===== config.mk =====
export PLATFORM = sky130hd
export DESIGN_NAME = delay_cal_ctrl
export DESIGN_NICKNAME = d
export VERILOG_FILES = /design/src/rtl/dcal_pkg.sv /design/src/rtl/dcal_sar.sv /design/src/rtl/dcal_smooth.sv /design/src/rtl/dcal_conv.sv /design/src/rtl/delay_cal_ctrl.sv
export SDC_FILE = /design/constraint.sdc
export NUM_CORES = 2
export LEC_CHECK = 0
export BUFFER_PORTS_ARGS = -buffer_cell sky130_fd_sc_hd__buf_2
export CAP_MARGIN = 20
export CORE_MARGIN = 3
export CORE_UTILIZATION = 65
export DETAILED_ROUTE_END_ITERATION = 10
export PLACE_DENSITY = 0.82
export SLEW_MARGIN = 25
export SYNTH_ARGS = -nofsm -noshare
export SYNTH_HDL_FRONTEND = slang
export SYNTH_SLANG_ARGS = --single-unit

===== constraint.sdc =====
create_clock -name clk -period 72.2 [get_ports clk]
set_clock_uncertainty 0.05 [all_clocks]
set_input_delay 18.05 -clock clk [delete_from_list [all_inputs] [get_ports clk]]
set_output_delay 18.05 -clock clk [all_outputs]
set_load 0.01 [all_outputs]

===== src/rtl/dcal_pkg.sv =====
package dcal_pkg;
  typedef enum logic [2:0] {
    ST_IDLE,
    ST_HOLD,
    ST_PT1,
    ST_PT2,
    ST_UPD
  } seq_t;
endpackage


===== src/rtl/dcal_sar.sv =====
// Successive-approximation search over the DAC code, MSB first.
module dcal_sar #(
  parameter int CODE_W = 12,
  parameter int SETTLE = 8
) (
  input  logic              clk,
  input  logic              rst_n,
  input  logic              start,
  input  logic              abort,
  input  logic              early,
  output logic [CODE_W-1:0] code,
  output logic              trig,
  output logic              done
);
  localparam int BW = $clog2(CODE_W);
  localparam int CW = $clog2(SETTLE + 1);

  logic          busy;
  logic [BW-1:0] bitpos;
  logic [CW-1:0] cnt;
  logic          accept;

  assign accept = busy && (cnt == CW'(SETTLE - 1));

  always_ff @(posedge clk or negedge rst_n) begin
    if (!rst_n) begin
      busy   <= 1'b0;
      bitpos <= '0;
      cnt    <= '0;
      code   <= '0;
      trig   <= 1'b0;
      done   <= 1'b0;
    end else begin
      trig <= 1'b0;
      done <= 1'b0;
      if (abort) begin
        busy <= 1'b0;
        cnt  <= '0;
      end else if (start) begin
        busy   <= 1'b1;
        bitpos <= BW'(CODE_W - 1);
        cnt    <= '0;
        code   <= {1'b1, {(CODE_W-1){1'b0}}};
        trig   <= 1'b1;
      end else if (busy) begin
        if (accept) begin
          code[bitpos] <= early;
          cnt          <= '0;
          if (bitpos == '0) begin
            busy <= 1'b0;
            done <= 1'b1;
          end else begin
            code[bitpos - BW'(1)] <= 1'b1;
            bitpos                <= bitpos - BW'(1);
            trig                  <= 1'b1;
          end
        end else begin
          cnt <= cnt + CW'(1);
        end
      end
    end
  end
endmodule


===== src/rtl/dcal_smooth.sv =====
// Shift-weighted exponential average in signed fixed point.
module dcal_smooth #(
  parameter int RW   = 14,
  parameter int FRAC = 4,
  parameter int K    = 3,
  parameter int VW   = RW + FRAC
) (
  input  logic                 clk,
  input  logic                 rst_n,
  input  logic                 en,
  input  logic                 first,
  input  logic signed [RW-1:0] raw,
  output logic signed [VW-1:0] avg
);
  logic signed [VW-1:0] raw_ext, raw_f, diff, next_v;

  always_comb begin
    raw_ext = {{(VW-RW){raw[RW-1]}}, raw};
    raw_f   = raw_ext <<< FRAC;
    diff    = raw_f - avg;
    next_v  = avg + (diff >>> K);
  end

  always_ff @(posedge clk or negedge rst_n) begin
    if (!rst_n)  avg <= '0;
    else if (en) avg <= first ? raw_f : next_v;
  end
endmodule


===== src/rtl/dcal_conv.sv =====
// Requested delay to DAC code through the linear model, saturated.
module dcal_conv #(
  parameter int CODE_W       = 12,
  parameter int VW           = 18,
  parameter int FRAC         = 4,
  parameter int REQ_W        = 16,
  parameter int PERIOD_UNITS = 100
) (
  input  logic signed [VW-1:0]  gain_f,
  input  logic signed [VW-1:0]  offset_f,
  input  logic [REQ_W-1:0]      req,
  output logic [CODE_W-1:0]     code
);
  localparam int PW = VW + REQ_W + 1;
  localparam logic signed [PW-1:0] DIV  = PW'(PERIOD_UNITS);
  localparam logic signed [PW-1:0] MAXC = PW'((1 << CODE_W) - 1);

  logic signed [PW-1:0] g_ext, o_ext, r_ext, prod, term, sum, whole;

  always_comb begin
    g_ext = {{(PW-VW){gain_f[VW-1]}}, gain_f};
    o_ext = {{(PW-VW){offset_f[VW-1]}}, offset_f};
    r_ext = {{(PW-REQ_W){1'b0}}, req};
    prod  = g_ext * r_ext;
    term  = prod / DIV;
    sum   = o_ext + term;
    whole = sum >>> FRAC;
    if (whole[PW-1])       code = '0;
    else if (whole > MAXC) code = '1;
    else                   code = whole[CODE_W-1:0];
  end
endmodule


===== src/rtl/delay_cal_ctrl.sv =====
module delay_cal_ctrl
  import dcal_pkg::*;
#(
  parameter int CODE_W       = 12,
  parameter int REQ_W        = 16,
  parameter int FRAC         = 4,
  parameter int AVG_K        = 3,
  parameter int SETTLE       = 8,
  parameter int HOLD_CYC     = 4,
  parameter int PERIOD_UNITS = 100
) (
  input  logic                          clk,
  input  logic                          rst_n,
  input  logic                          pps_i,
  input  logic                          early_i,
  input  logic [REQ_W-1:0]              req_delay_i,
  output logic [CODE_W-1:0]             dac_o,
  output logic                          trig_o,
  output logic                          cal_busy_o,
  output logic                          cal_target_o,
  output logic                          cal_err_o,
  output logic signed [CODE_W+FRAC+1:0] gain_o,
  output logic signed [CODE_W+FRAC+1:0] offset_o
);
  localparam int RW = CODE_W + 2;
  localparam int VW = RW + FRAC;
  localparam int HW = $clog2(HOLD_CYC + 1);
  localparam logic [CODE_W-1:0] CODE_MAX = '1;

  seq_t              st;
  logic [HW-1:0]     hold_cnt;
  logic [CODE_W-1:0] live_code, code1, code2, sar_code, conv_code;
  logic              live_trig, primed, err_q;
  logic              sar_start, sar_trig, sar_done, hold_end, pt_bad, upd_en, busy;
  logic signed [RW-1:0] raw_gain, raw_off;
  logic signed [RW-1:0] raw_v [2];
  logic signed [VW-1:0] avg_v [2];

  assign busy      = (st == ST_PT1) || (st == ST_PT2);
  assign hold_end  = (st == ST_HOLD) && (hold_cnt == HW'(HOLD_CYC - 1));
  assign sar_start = !pps_i && (hold_end || ((st == ST_PT1) && sar_done));
  assign pt_bad    = (code1 == '0) || (code1 == CODE_MAX) ||
                     (code2 == '0) || (code2 == CODE_MAX) || (code2 <= code1);
  assign upd_en    = (st == ST_UPD) && !pt_bad;
  assign raw_gain  = $signed({2'b00, code2}) - $signed({2'b00, code1});
  assign raw_off   = $signed({2'b00, code1}) - raw_gain;
  assign raw_v[0]  = raw_gain;
  assign raw_v[1]  = raw_off;

  dcal_sar #(.CODE_W(CODE_W), .SETTLE(SETTLE)) u_sar (
    .clk(clk), .rst_n(rst_n), .start(sar_start), .abort(pps_i),
    .early(early_i), .code(sar_code), .trig(sar_trig), .done(sar_done)
  );

  for (genvar gi = 0; gi < 2; gi++) begin : g_avg
    dcal_smooth #(.RW(RW), .FRAC(FRAC), .K(AVG_K), .VW(VW)) u_avg (
      .clk(clk), .rst_n(rst_n), .en(upd_en), .first(!primed),
      .raw(raw_v[gi]), .avg(avg_v[gi])
    );
  end

  dcal_conv #(.CODE_W(CODE_W), .VW(VW), .FRAC(FRAC), .REQ_W(REQ_W),
              .PERIOD_UNITS(PERIOD_UNITS)) u_conv (
    .gain_f(avg_v[0]), .offset_f(avg_v[1]), .req(req_delay_i), .code(conv_code)
  );

  always_ff @(posedge clk or negedge rst_n) begin
    if (!rst_n) begin
      st        <= ST_IDLE;
      hold_cnt  <= '0;
      live_code <= '0;
      live_trig <= 1'b0;
      code1     <= '0;
      code2     <= '0;
      primed    <= 1'b0;
      err_q     <= 1'b0;
    end else begin
      live_trig <= 1'b0;
      if (pps_i) begin
        live_code <= conv_code;
        live_trig <= 1'b1;
        st        <= ST_HOLD;
        hold_cnt  <= '0;
      end else begin
        case (st)
          ST_HOLD: if (hold_end) st <= ST_PT1;
                   else hold_cnt <= hold_cnt + HW'(1);
          ST_PT1:  if (sar_done) begin code1 <= sar_code; st <= ST_PT2; end
          ST_PT2:  if (sar_done) begin code2 <= sar_code; st <= ST_UPD; end
          ST_UPD:  begin
                     if (pt_bad) err_q <= 1'b1;
                     else        primed <= 1'b1;
                     st <= ST_IDLE;
                   end
          default: st <= ST_IDLE;
        endcase
      end
    end
  end

  assign dac_o        = busy ? sar_code : live_code;
  assign trig_o       = live_trig | sar_trig;
  assign cal_busy_o   = busy;
  assign cal_target_o = (st == ST_PT2);
  assign cal_err_o    = err_q;
  assign gain_o       = avg_v[0];
  assign offset_o     = avg_v[1];
endmodule


# Yosys cells after proc, flatten, opt, wreduce, memory -nomap -nowiden
# Index checks and enable logic that the tools add are counted.
dict set report totals {
  ff_bits 104
  input_bits 20
  output_inout_bits 52
  elab_cells 126
}
dict set report op_classes {
  addsub 10
  n_mul 1
  n_div 1
  n_lt_le_gt_ge 6
  n_eq_ne 13
  mux 45
  bitwise 4
  reduce_logical 30
}
# operator count
set op_table {}
lappend op_table {{two-way mux 12 bit} 7}
lappend op_table {{adder 18 x 15 -> 18 bit} 2}
lappend op_table {{two-way mux 18 bit} 2}
lappend op_table {{adder 18 x 35 -> 35 bit} 1}
lappend op_table {{divider 35 x 8 -> 35 bit, second input constant} 1}
lappend op_table {{multiplier 18 x 17 -> 35 bit} 1}
lappend op_table {{two-way mux 4 bit} 8}
lappend op_table {{greater-than comparator 31 x 13 -> 1 bit, second input constant} 1}
lappend op_table {{equality test 12 bit, second input constant} 2}
lappend op_table {{logical NOT 12 bit} 2}
lappend op_table {{two-way mux 3 bit} 7}
lappend op_table {{AND reduction 3 bit} 6}
lappend op_table {{subtractor 17 x 18 -> 18 bit} 1}
lappend op_table {{subtractor 18 bit} 1}
lappend op_table {{two-way mux 1 bit} 17}
lappend op_table {{subtractor 13 x 13 -> 14 bit} 1}
lappend op_table {{subtractor 12 x 12 -> 13 bit} 1}
lappend op_table {{bitwise mux 12 bit} 1}
lappend op_table {{less-or-equal comparator 12 bit} 1}
lappend op_table {{OR 12 bit} 1}
lappend op_table {{< comparator 4 x 5 -> 1 bit, second input constant} 2}
lappend op_table {{equality test 3 x 2 -> 1 bit, second input constant} 3}
lappend op_table {{one-hot mux 3 bit (3 select lines)} 1}
lappend op_table {{demux 1 bit (select 4 bit)} 2}
lappend op_table {{other kinds (20)} 38}

# Longest topological paths before layout
dict set report logic_depth {
  ltp_word 10
  mapped_depth 126
  ltp_nobuf 107
}

# Hierarchy
# From an unflattened synthesis, not the netlist that was laid out.
dict set report hier_totals {
  hier_cells 4145
  area_unflattened_um2 32920.3
}
# mod n_inst cells_per_inst area_each_um2 seq_area_each_um2
set by_module_without_submodules {}
lappend by_module_without_submodules {dcal_conv 1 3051 23448.7 0.0}
lappend by_module_without_submodules {dcal_smooth 2 272 2238.4 450.4}
lappend by_module_without_submodules {delay_cal_ctrl 1 387 3410.8 1126.1}
lappend by_module_without_submodules {dcal_sar 1 163 1584.0 575.6}

# Worst setup path before layout
# OpenSTA, ideal clock, no wires.
dict set report synth_path {
  path_kind {input to register}
  startpoint {in req_delay_i[10]}
  endpoint {reg live_code[1]}
  setup_ns 0.140
  t_arrival_ns 42.444
  t_required_ns 72.010
  setup_slack_ns 29.566
  cell_stages 115
  path_buffers 13
  path_cell_list {clkbuf_1 -> clkbuf_1 -> nand2_1 -> fa_1 -> inv_1 -> fa_1 -> fa_1 -> fa_1 -> fa_1 -> inv_1 -> fa_1 -> inv_1 -> ha_1 -> clkbuf_1 -> a211o_1 -> a311o_1 -> a211oi_2 -> or3_1 -> [... 79 more ...] -> o21bai_1 -> a21oi_1 -> nor2b_1 -> o21a_1 -> o21ai_0 -> nand2b_1 -> a21oi_1 -> nor2_1 -> a21oi_1 -> o2111ai_1 -> nor3_1 -> mux2_2 -> o22ai_1 -> nor2_1 -> nand4_1 -> nor4_4 -> buf_6 -> a31oi_1}
}
dict set report synth_between {
  elab_chain_cells 6
}
# element line_no
set synth_lines {}
lappend synth_lines {{start, declared} delay_cal_ctrl.sv:16} ;# input logic [REQ_W-1:0] req_delay_i,
lappend synth_lines {{multiplier 18 x 17 -> 35 bit (*)} dcal_conv.sv:24} ;# prod = g_ext * r_ext;
lappend synth_lines {{divider 35 x 8 -> 35 bit (*)} dcal_conv.sv:25} ;# term = prod / DIV;
lappend synth_lines {{adder 18 x 35 -> 35 bit (*)} dcal_conv.sv:26} ;# sum = o_ext + term;
lappend synth_lines {{greater-than comparator 31 x 13 -> 1 bit} dcal_conv.sv:29} ;# else if (whole > MAXC) code = '1;
lappend synth_lines {{two-way mux 12 bit} dcal_conv.sv:29}
lappend synth_lines {{two-way mux 12 bit (*)} dcal_conv.sv:28} ;# if (whole[PW-1]) code = '0;
lappend synth_lines {{end signal, assigned} delay_cal_ctrl.sv:80} ;# live_code <= conv_code;
lappend synth_lines {{end, declared} delay_cal_ctrl.sv:32} ;# logic [CODE_W-1:0] live_code, code1, code2, sar_code, conv_code;
# Mark *: on every way between the ends. The rest lies on a longest branch, timed or not.
# A chain may end at the register's enable or synchronous reset.

# Worst setup path after layout
dict set report layout_path {
  startpoint {in req_delay_i[2]}
  endpoint {reg live_code[2]}
}
# The elaborated chain is that of the path after synthesis.

==> flow_summary.yaml <==
layout:
  layout-drive-gt1-share_pct: 8.15
  areaGrowthSynthToFinish_pct: 2.39
  fin_util_pct: 68.3
  regArea_um2: 2600
  fill_cells: 3853
  final_nets: 4441
  multi_input_comb_area_um2: 26200
  fin_cells: 4522
synthesis:
  yosysWarnings: 0
  synth_seq_cells: 104
  synth_area_leader_cell: "fa_1"
  synth_area_leaders: "fa_1, ha_1, dfrtp_1"
  syn_nets: 4516
  synth_edf_count: 0
  yosys.cell_count.top_type: "inv_1"
  synthCells: 3984
  netlist_area_um2: 31400
  yosysSeqAreaShare_pct: 8.28
  netlist.area_leader.share_pct: 18.9
  synth_area_per_cell_um2: 7.89
  netlist_top_cells_count: "inv_1, nand2_1, fa_1"
  ys_async_sr_fraction_pct: 100
  synthFlopType: "dfrtp_1"
  synth_cell_types: 154
clock_tree:
  ctsLongestPathBuffers: 2
  cts_hold_buffers: 0
  cts_resized: 0
  post-cts-setup-buffers: 0
  clk_pin_slew_ns: 0.09
  h-tree-depth: 3
  numCtsBuffers: 9
  cts_tree: "yes"
  clk-insertion-delay-late_ns: 0.37
  clock_sinks: 104
  root_buffer: "clkbuf_16"
worst_setup_path:
  cp-end-kind: "register"
  crit_type: "primary input to register"
  cp_top_family: "compound AO/OA/AOI/OAI gates"
  crit_fanout: 24
  crit_path_start_kind: "primary input"
  crit_buf_inv: 7
  worstPathRequired_ns: 72.35
  max_stage_delay_ns: 0.79
  cpMostUsedCell: "a21oi_1"
  cp.arrival_ns: 48.06
  critPathSlowestCell: "nand2_1"
die:
  dieArea_um2: 51100
  initial_core_util_pct: 66.7
  die_y_um: 226
  die_x_um: 226
  rows: 79
  io-pin-count: 72
  core_um2: 47100
sta:
  fin_crit_sh_pct: 66.4
  fin_crit_ns: 47.91
  fmax_ghz: 0.0209
  rsz0062_at_grt: "no"
  setup_violations: 0
  final_max_slew_viol_count: 0
  finalHoldViolCount: 0
  max-slew-margin-rel_pct: 27.3
  tightest_slew_ns: 1.08
  setup-tns-final_ns: 0
grt:
  gr-total-overflow: 0
  grt_usage_pct: 33.7
  grt_pass1_wl_um: 143000
  antenna_found_initial: 1
  grt_max_degree: 61
  grt_pass1_vias: 28000
drt:
  viasPerCell: 6.56
  vias: 29700
  drt_iter0_drc: 2889
  antenna_left: 0
  drt-pass1-iter-count: 6
  avgRoutedWirePerCell_um: 19.1
  drt_wl_total_um: 86400
  route.detailed.drc: 0
power_and_ir_drop:
  p_per_area_nw_per_um2: 4.60
  vdd_ir_drop_max_mv: 0.0117
  power.leakage_nw: 15.5
place:
  routabilityCongestion: 1.01
  place_inst: 4505
  io_buffers: 71
  hpwlAfterDp_um: 68700
run:
  maxCapViolations: 0
status:
  status: "finished clean"
worst_hold_path:
  hp-class: "register to register"
-- placed cells by master (no fill, tap or decap), types with 105 or more instances in the layout --
cell type  instances
o21ai_0          140
nor3_1           105
a21o_1           130
nand2_1          396
a21oi_1          217
xnor2_1          122
and2_1           161
ha_1             215
fa_1             297
inv_1            491
nor2_1           228
-- layout make-up --
cell class                 count  area share [%]
antenna                        1         0.00777
sequential                   104            8.09
clock buffer                   9           0.699
tap                          607            2.36
inverter                     491            5.72
clock inverter                 7           0.284
multi-input combinational   3211            81.2
timing repair buffer          92            1.60
-- cell families (layout without fill, tap and decap cells) --
family                   count (synthesis)  count (layout)  synth area share, %
flip-flops                             104             104                 8.28
AO/OA/AOI/OAI                         1106            1106                 25.8
XOR/XNOR                               215             215                 6.10
AND/OR/NAND/NOR                       1311            1311                 21.4
adder cells (fa/ha/maj)                515             515                 27.6
multiplexers                            64              64                 2.18
other                                    0               1                    0
buffers and inverters                  669             599                 8.69
-- metrics by stage --
stage                     setup WS, ns  hold slack [ns]  power (mW)  instance area (µm²)
final                            24.29            0.431       0.148                32200
after CTS                        24.79            0.430       0.148                32200
after global placement           24.85            0.406      0.0955                31900
after global routing             21.84            0.433       0.155                32200
after detailed placement         24.51            0.413      0.0958                31900
after floorplan                  29.57            0.431      0.0875                31400
-- registers in the layout (all words and copies together) (netlist names), 4 cells and up --
name and flops:
u_sar.bitpos 4, u_sar.cnt 4, code2 12, code1 12
u_sar.code 12, live_code 12, g_avg.u_avg.avg 36
-- metal layers --
layer	wire length [µm]	global-route usage [%]	up-vias	share of wire, %
li1	-	-	13900	-
met1	37300	47.9	14300	43
met2	39500	53.9	1335	46
met3	7030	4.86	171	8.1
met4	2570	9.23	0	3.0
met5	0	0	-	0
-- worst min-delay path: stages (launching register included) --
cell and delay (ns):
dfrtp_1 0.35, inv_1 0.04, o31ai_1 0.05
-- where the power goes --
part	internal, mW	switching, mW	total (mW)
logic	0.0100	0.0208	0.0308
registers	0.0610	0.00438	0.0654
clock network	0.0252	0.0268	0.0520
-- final timing paths --
check | start | to | slack (ns) | depth (start not counted)
max | req_delay_i[2] | live_code[2] | 24.29 | 104
min | cal_err_o | cal_err_o | 0.43 | 2
max reg2reg | g_avg[0].u_avg.avg[17] | live_code[2] | 41.33 | 103
min reg2reg | cal_err_o | cal_err_o | 0.43 | 2
max in group asynchronous | rst_n | primed | 53.27 | 2
min in group asynchronous | rst_n | u_sar.cnt[2] | 17.62 | 1
No activity file was read; power rests on OpenSTA's default activity.
